`src/rtl/csq_pkg.sv`:
```
package csq_pkg;
  typedef enum logic [1:0] {
    SRC_ZERO   = 2'd0,
    SRC_BYPASS = 2'd1,
    SRC_QUEUE  = 2'd2
  } zsrc_e;
endpackage

```
`src/rtl/csq_cpa.sv`:
```
// Word-serial carry-propagate adder: resolves sum + 2*carry + cin.
module csq_cpa #(
  parameter int W = 32
) (
  input  logic         clk,
  input  logic         rst,
  input  logic         step,
  input  logic         first,
  input  logic [W-1:0] sum,
  input  logic [W-1:0] carry,
  output logic [W-1:0] word,
  output logic         res_valid,
  output logic [W-1:0] res_word
);
  localparam int SW = W + 2;

  logic [1:0]    cy_q;
  logic [1:0]    cin;
  logic [SW-1:0] total;

  always_comb begin
    cin   = first ? 2'd0 : cy_q;
    total = {2'b00, sum} + {1'b0, carry, 1'b0} + {{W{1'b0}}, cin};
    word  = total[W-1:0];
  end

  always_ff @(posedge clk) begin
    if (rst) begin
      cy_q      <= 2'd0;
      res_valid <= 1'b0;
      res_word  <= '0;
    end else begin
      res_valid <= step;
      if (step) begin
        cy_q     <= total[SW-1:W];
        res_word <= total[W-1:0];
      end
    end
  end
endmodule

```
`src/rtl/csq_fifo.sv`:
```
// Resolved-word queue, W bits per entry, storage without reset.
module csq_fifo #(
  parameter int W     = 32,
  parameter int DEPTH = 8
) (
  input  logic         clk,
  input  logic         rst,
  input  logic         push,
  input  logic [W-1:0] din,
  input  logic         pop,
  output logic [W-1:0] dout,
  output logic         full,
  output logic         empty
);
  localparam int AW = (DEPTH > 1) ? $clog2(DEPTH) : 1;
  localparam int CW = $clog2(DEPTH + 1);
  localparam logic [AW-1:0] LAST = AW'(DEPTH - 1);
  localparam logic [CW-1:0] CMAX = CW'(DEPTH);

  logic [W-1:0]  mem [DEPTH];
  logic [AW-1:0] wr_q, rd_q;
  logic [CW-1:0] cnt_q;

  assign full  = (cnt_q == CMAX);
  assign empty = (cnt_q == '0);
  assign dout  = mem[rd_q];

  always_ff @(posedge clk) begin
    if (push) mem[wr_q] <= din;
  end

  always_ff @(posedge clk) begin
    if (rst) begin
      wr_q  <= '0;
      rd_q  <= '0;
      cnt_q <= '0;
    end else begin
      if (push) wr_q <= (wr_q == LAST) ? '0 : wr_q + 1'b1;
      if (pop)  rd_q <= (rd_q == LAST) ? '0 : rd_q + 1'b1;
      case ({push, pop})
        2'b10:   cnt_q <= cnt_q + 1'b1;
        2'b01:   cnt_q <= cnt_q - 1'b1;
        default: cnt_q <= cnt_q;
      endcase
    end
  end
endmodule

```
`src/rtl/csq_sel.sv`:
```
// Three-way source selector for the first processing element.
module csq_sel #(
  parameter int W = 32
) (
  input  logic             zero_req,
  input  logic             q_avail,
  input  logic [W-1:0]     q_word,
  input  logic             in_valid,
  input  logic [W-1:0]     in_sum,
  input  logic [W-1:0]     in_carry,
  output logic             out_valid,
  output logic [W-1:0]     out_sum,
  output logic [W-1:0]     out_carry,
  output csq_pkg::zsrc_e   src
);
  always_comb begin
    if (zero_req) begin
      src       = csq_pkg::SRC_ZERO;
      out_valid = 1'b1;
      out_sum   = '0;
      out_carry = '0;
    end else if (q_avail) begin
      src       = csq_pkg::SRC_QUEUE;
      out_valid = 1'b1;
      out_sum   = q_word;
      out_carry = '0;
    end else begin
      src       = csq_pkg::SRC_BYPASS;
      out_valid = in_valid;
      out_sum   = in_sum;
      out_carry = in_carry;
    end
  end
endmodule

```
`src/rtl/csq_feedback.sv`:
```
module csq_feedback #(
  parameter int W     = 32,
  parameter int DEPTH = 8
) (
  input  logic         clk,
  input  logic         rst,
  input  logic         zero_req,
  input  logic         in_valid,
  output logic         in_ready,
  input  logic         in_first,
  input  logic [W-1:0] in_sum,
  input  logic [W-1:0] in_carry,
  output logic         out_valid,
  input  logic         out_ready,
  output logic [W-1:0] out_sum,
  output logic [W-1:0] out_carry,
  output logic [1:0]   out_src,
  output logic         res_valid,
  output logic [W-1:0] res_word,
  output logic         full,
  output logic         empty,
  output logic         err
);
  logic           byp_ok, bypass, accept, push, pop;
  logic [W-1:0]   resolved, q_word;
  csq_pkg::zsrc_e src;

  assign byp_ok   = !zero_req && empty && out_ready;
  assign in_ready = byp_ok || !full;
  assign bypass   = in_valid && byp_ok;
  assign accept   = in_valid && in_ready;
  assign push     = accept && !bypass;
  assign pop      = out_ready && !zero_req && !empty;
  assign out_src  = src;

  csq_cpa #(.W(W)) u_cpa (
    .clk(clk), .rst(rst), .step(accept), .first(in_first),
    .sum(in_sum), .carry(in_carry), .word(resolved),
    .res_valid(res_valid), .res_word(res_word)
  );

  csq_fifo #(.W(W), .DEPTH(DEPTH)) u_fifo (
    .clk(clk), .rst(rst), .push(push), .din(resolved), .pop(pop),
    .dout(q_word), .full(full), .empty(empty)
  );

  csq_sel #(.W(W)) u_sel (
    .zero_req(zero_req), .q_avail(!empty), .q_word(q_word),
    .in_valid(in_valid), .in_sum(in_sum), .in_carry(in_carry),
    .out_valid(out_valid), .out_sum(out_sum), .out_carry(out_carry),
    .src(src)
  );

  always_ff @(posedge clk) begin
    if (rst)                         err <= 1'b0;
    else if (in_valid && !in_ready)  err <= 1'b1;
  end
endmodule

```
`config.mk`:
```
export PLATFORM = sky130hd
export DESIGN_NAME = csq_feedback
export DESIGN_NICKNAME = d
export VERILOG_FILES = /design/src/rtl/csq_pkg.sv /design/src/rtl/csq_cpa.sv /design/src/rtl/csq_fifo.sv /design/src/rtl/csq_sel.sv /design/src/rtl/csq_feedback.sv
export SDC_FILE = /design/constraint.sdc
export NUM_CORES = 1
export LEC_CHECK = 0
export CORE_UTILIZATION = 55
export CTS_CLUSTER_SIZE = 14
export DETAILED_ROUTE_END_ITERATION = 10
export DONT_BUFFER_PORTS = 1
export GPL_ROUTABILITY_DRIVEN = 1
export MAX_ROUTING_LAYER = met4
export PLACE_DENSITY = 0.73
export SYNTH_ARGS = -nofsm -noshare
export SYNTH_HDL_FRONTEND = slang
export SYNTH_SLANG_ARGS = --single-unit
```
`constraint.sdc`:
```
create_clock -name clk -period 5.9 [get_ports clk]
set_input_delay 1.18 -clock clk [delete_from_list [all_inputs] [get_ports clk]]
set_output_delay 1.18 -clock clk [all_outputs]
set_load 0.1 [all_outputs]
```
==> flow_metrics.py <==
metrics = {
    "die": {
        "rows": 58,
        "fp.dieArea_um2": 26600,
        "die_w_um": 163,
        "initial_core_util": 0.564,
        "die_y_um": 163,
        "ioPinCount": 174,
        "coreArea_um2": 25300,
    },
    "clock_network": {
        "cts_resized": 0,
        "clk_pin_slew_worst_paths_ns": 0.06,
        "hold_buffers": 0,
        "htree_num_levels": 1,
        "cts_buffers": 29,
        "post-cts-setup-buffer-count": 0,
        "clock_latency_ns": 0.54,
        "clockBufferDepth": 3,
        "cts_root_buf": "clkbuf_16",
        "clkSinkCount": 305,
        "cts_tree": "done",
    },
    "setup_path": {
        "timing.rr.end": "u_fifo.mem[4][28]",
        "critPathLaunch": "u_fifo.cnt_q[1]",
        "endpoint": "out_carry[23]",
        "cp_data_required_time_ns": 4.72,
        "ff2ff_path_depth": 7,
        "crit_type": "reg -> out",
        "r2r_setup_slack_ns": 1.74,
        "end_kind": "primary output",
        "crit_path_start_kind": "flip-flop",
        "cp_max_fo": 35,
        "r2r_start": "u_fifo.cnt_q[1]",
        "cp.arrival_ns": 3.58,
    },
    "sta": {
        "max_slew_margin": 0.187,
        "fmax_ghz": 0.210,
        "post-route-period-util": 0.807,
        "hold_ws_ns": 0.474,
        "rsz0062_at_grt": "false",
        "drv_slew": 0,
        "min_period_ns": 4.76,
        "worstMarginPinSlew_ns": 1.21,
        "final-hold-violation-count": 0,
        "setup_violations": 0,
        "setup_tns_ns": 0,
        "skew_ns": 0.00887,
    },
    "place": {
        "portBuffers": 0,
        "gp_congestion": 0.824,
        "hpwl_um": 21700,
    },
    "detailed_routing": {
        "drt_iter0_markers": 792,
        "dr_total_vias": 8513,
        "vias_per_cell": 6.33,
        "wire_per_inst_um": 25.0,
        "drt-total-wl_um": 33600,
        "firstDrtPassIters": 5,
        "drc": 0,
        "antenna_left": 0,
    },
    "power": {
        "powerDensity_nw_per_um2": 479,
        "finalPower_w": 0.00769,
        "leakagePower_nw": 5.41,
        "peakVddDrop_uv": 424,
    },
    "synthesis": {
        "synth_top_family_by_area": "multiplexers",
        "async_reset_ff_frac": 0,
        "muxShareOfSynthArea": 0.125,
        "synth-main-ff-cell": "edfxtp_1",
        "yosys.area.top_type": "edfxtp_1",
        "yosysUniqueCellTypes": 61,
        "avgSynthCellArea_um2": 14.4,
        "post-synth-top-count-cell": "edfxtp_1",
        "synth_top_area_frac": 0.539,
        "yosys_register_bits": 305,
        "syn_nets": 1134,
        "synth_commonest_cells": "edfxtp_1 (256), nand2_1 (85), ha_1 (70)",
        "synth_warnings": 0,
        "synth_compound_area_frac": 0.0842,
        "synth_area_um2": 14300,
        "synth_cells": 992,
        "synth_simple_gate_area_frac": 0.0817,
        "synthTopCellsByArea": "edfxtp_1 (54%), mux4_2 (10%), dfxtp_1 (6.9%), ha_1 (6.1%), mux2i_1 (2.3%)",
        "synthAdderAreaFrac": 0.0642,
        "seq_area_frac_synth": 0.607,
        "synth_edf_count": 256,
        "synthXorXnorAreaFrac": 0.0190,
    },
    "finish": {
        "n_fill_cell": 1833,
        "area_growth_pct": 12.6,
        "diodes": 0,
        "final_net_count": 1134,
        "layout-drive-gt1-share": 0.189,
    },
    "hold_path": {
        "hold_path.class": "reg -> reg",
    },
    "global_route": {
        "first_global_vias": 8423,
        "grt_overflow_total": 0,
        "grt_pass1_wl_um": 50600,
        "grt_antenna_before_repair": 0,
        "grt_max_degree": 45,
        "grt_usage": 0.268,
    },
    "run": {
        "drv_cap": 0,
    },
    "run_status": {
        "outcome": "finished clean",
    },
}
[where the power goes]
group | switching (W) | internal, W | total [W]
clock | 0.000771 | 0.00105 | 0.00182
combinational | 0.00230 | 0.000624 | 0.00293
sequential | 0.000328 | 0.00262 | 0.00295
[flip-flops by register name, summed over array words and instances, names as in the netlist, named ones only]
name,count
u_fifo.mem,256
u_cpa.res_word,32
u_fifo.cnt_q,4
u_fifo.rd_q,3
u_fifo.wr_q,3
u_cpa.cy_q,2
err,1
u_cpa.res_valid,1
[worst min-delay path by stage]
stage	from	end	depth (start not counted)
global placement	u_fifo.rd_q[2]	flip-flop	2
detailed placement	u_fifo.rd_q[2]	flip-flop	2
finish	u_fifo.rd_q[2]	flip-flop	2
CTS	u_fifo.rd_q[2]	flip-flop	2
floorplan	u_cpa.cy_q[0]	u_cpa.cy_q[0]	2
global route	u_fifo.rd_q[1]	flip-flop	2
[stage by stage]
step,cell area [um^2],utilization,std cells,setup WS (ns)
2_1_floorplan,14300,-,992,0.135
3_3_place_gp,15100,0.598,1291,1.35
3_5_place_dp,15100,0.598,1291,1.26
4_1_cts,16100,0.635,1344,1.01
5_1_grt,16100,0.635,1344,0.850
6_report,16100,0.635,1344,1.14
[placed cells by master, fill, tap and decap left out, drive strengths merged, types with 4 or more instances in the layout]
cell type,instances
a211oi,37
a21o,16
a21oi,61
a22o,4
a31oi,12
and2,34
and3,4
buf,22
clkbuf,39
clkinv,11
dfxtp,49
edfxtp,256
ha,70
inv,13
mux2i,33
mux4,64
nand2,85
nand2b,6
nand3,8
nand4,6
nor2,59
nor2b,4
nor3,17
nor3b,5
o211ai,5
o21a,4
o21ai,21
xnor2,16
xor2,15
[routing by layer]
metal | GRT usage | share of wire | vias up
li1 | - | - | 3802
met1 | 0.366 | 0.40 | 4278
met2 | 0.419 | 0.49 | 383
met3 | 0.0508 | 0.084 | 50
met4 | 0.0616 | 0.022 | 0
met5 | - | 0 | -
[worst max-delay path, stage by stage (launching register included)]
cell and delay [ns]:
dfxtp_1 0.37, nor3_1 0.43, nand2b_4 0.51, nor2_4 0.82
and2_1 0.88
[cell type report]
cell class                      count  area (um^2)  share of cell area
Tap cell                          330          413              0.0257
Clock buffer                       38          769              0.0479
Clock inverter                     15          154             0.00957
Multi-Input combinational cell    620         5810               0.362
Timing Repair Buffer               23          203              0.0126
Sequential cell                   305         8670               0.540
Inverter                           13         48.8             0.00304
[kinds of logic after synthesis]
family,after synthesis
flip-flops,305
AND/OR/NAND/NOR,239
AO/OA/AOI/OAI,180
multiplexers,98
adder cells (fa/ha/maj),72
buffers and inverters,67
XOR/XNOR,31
Note: power is estimated with default switching activity, not from simulation.
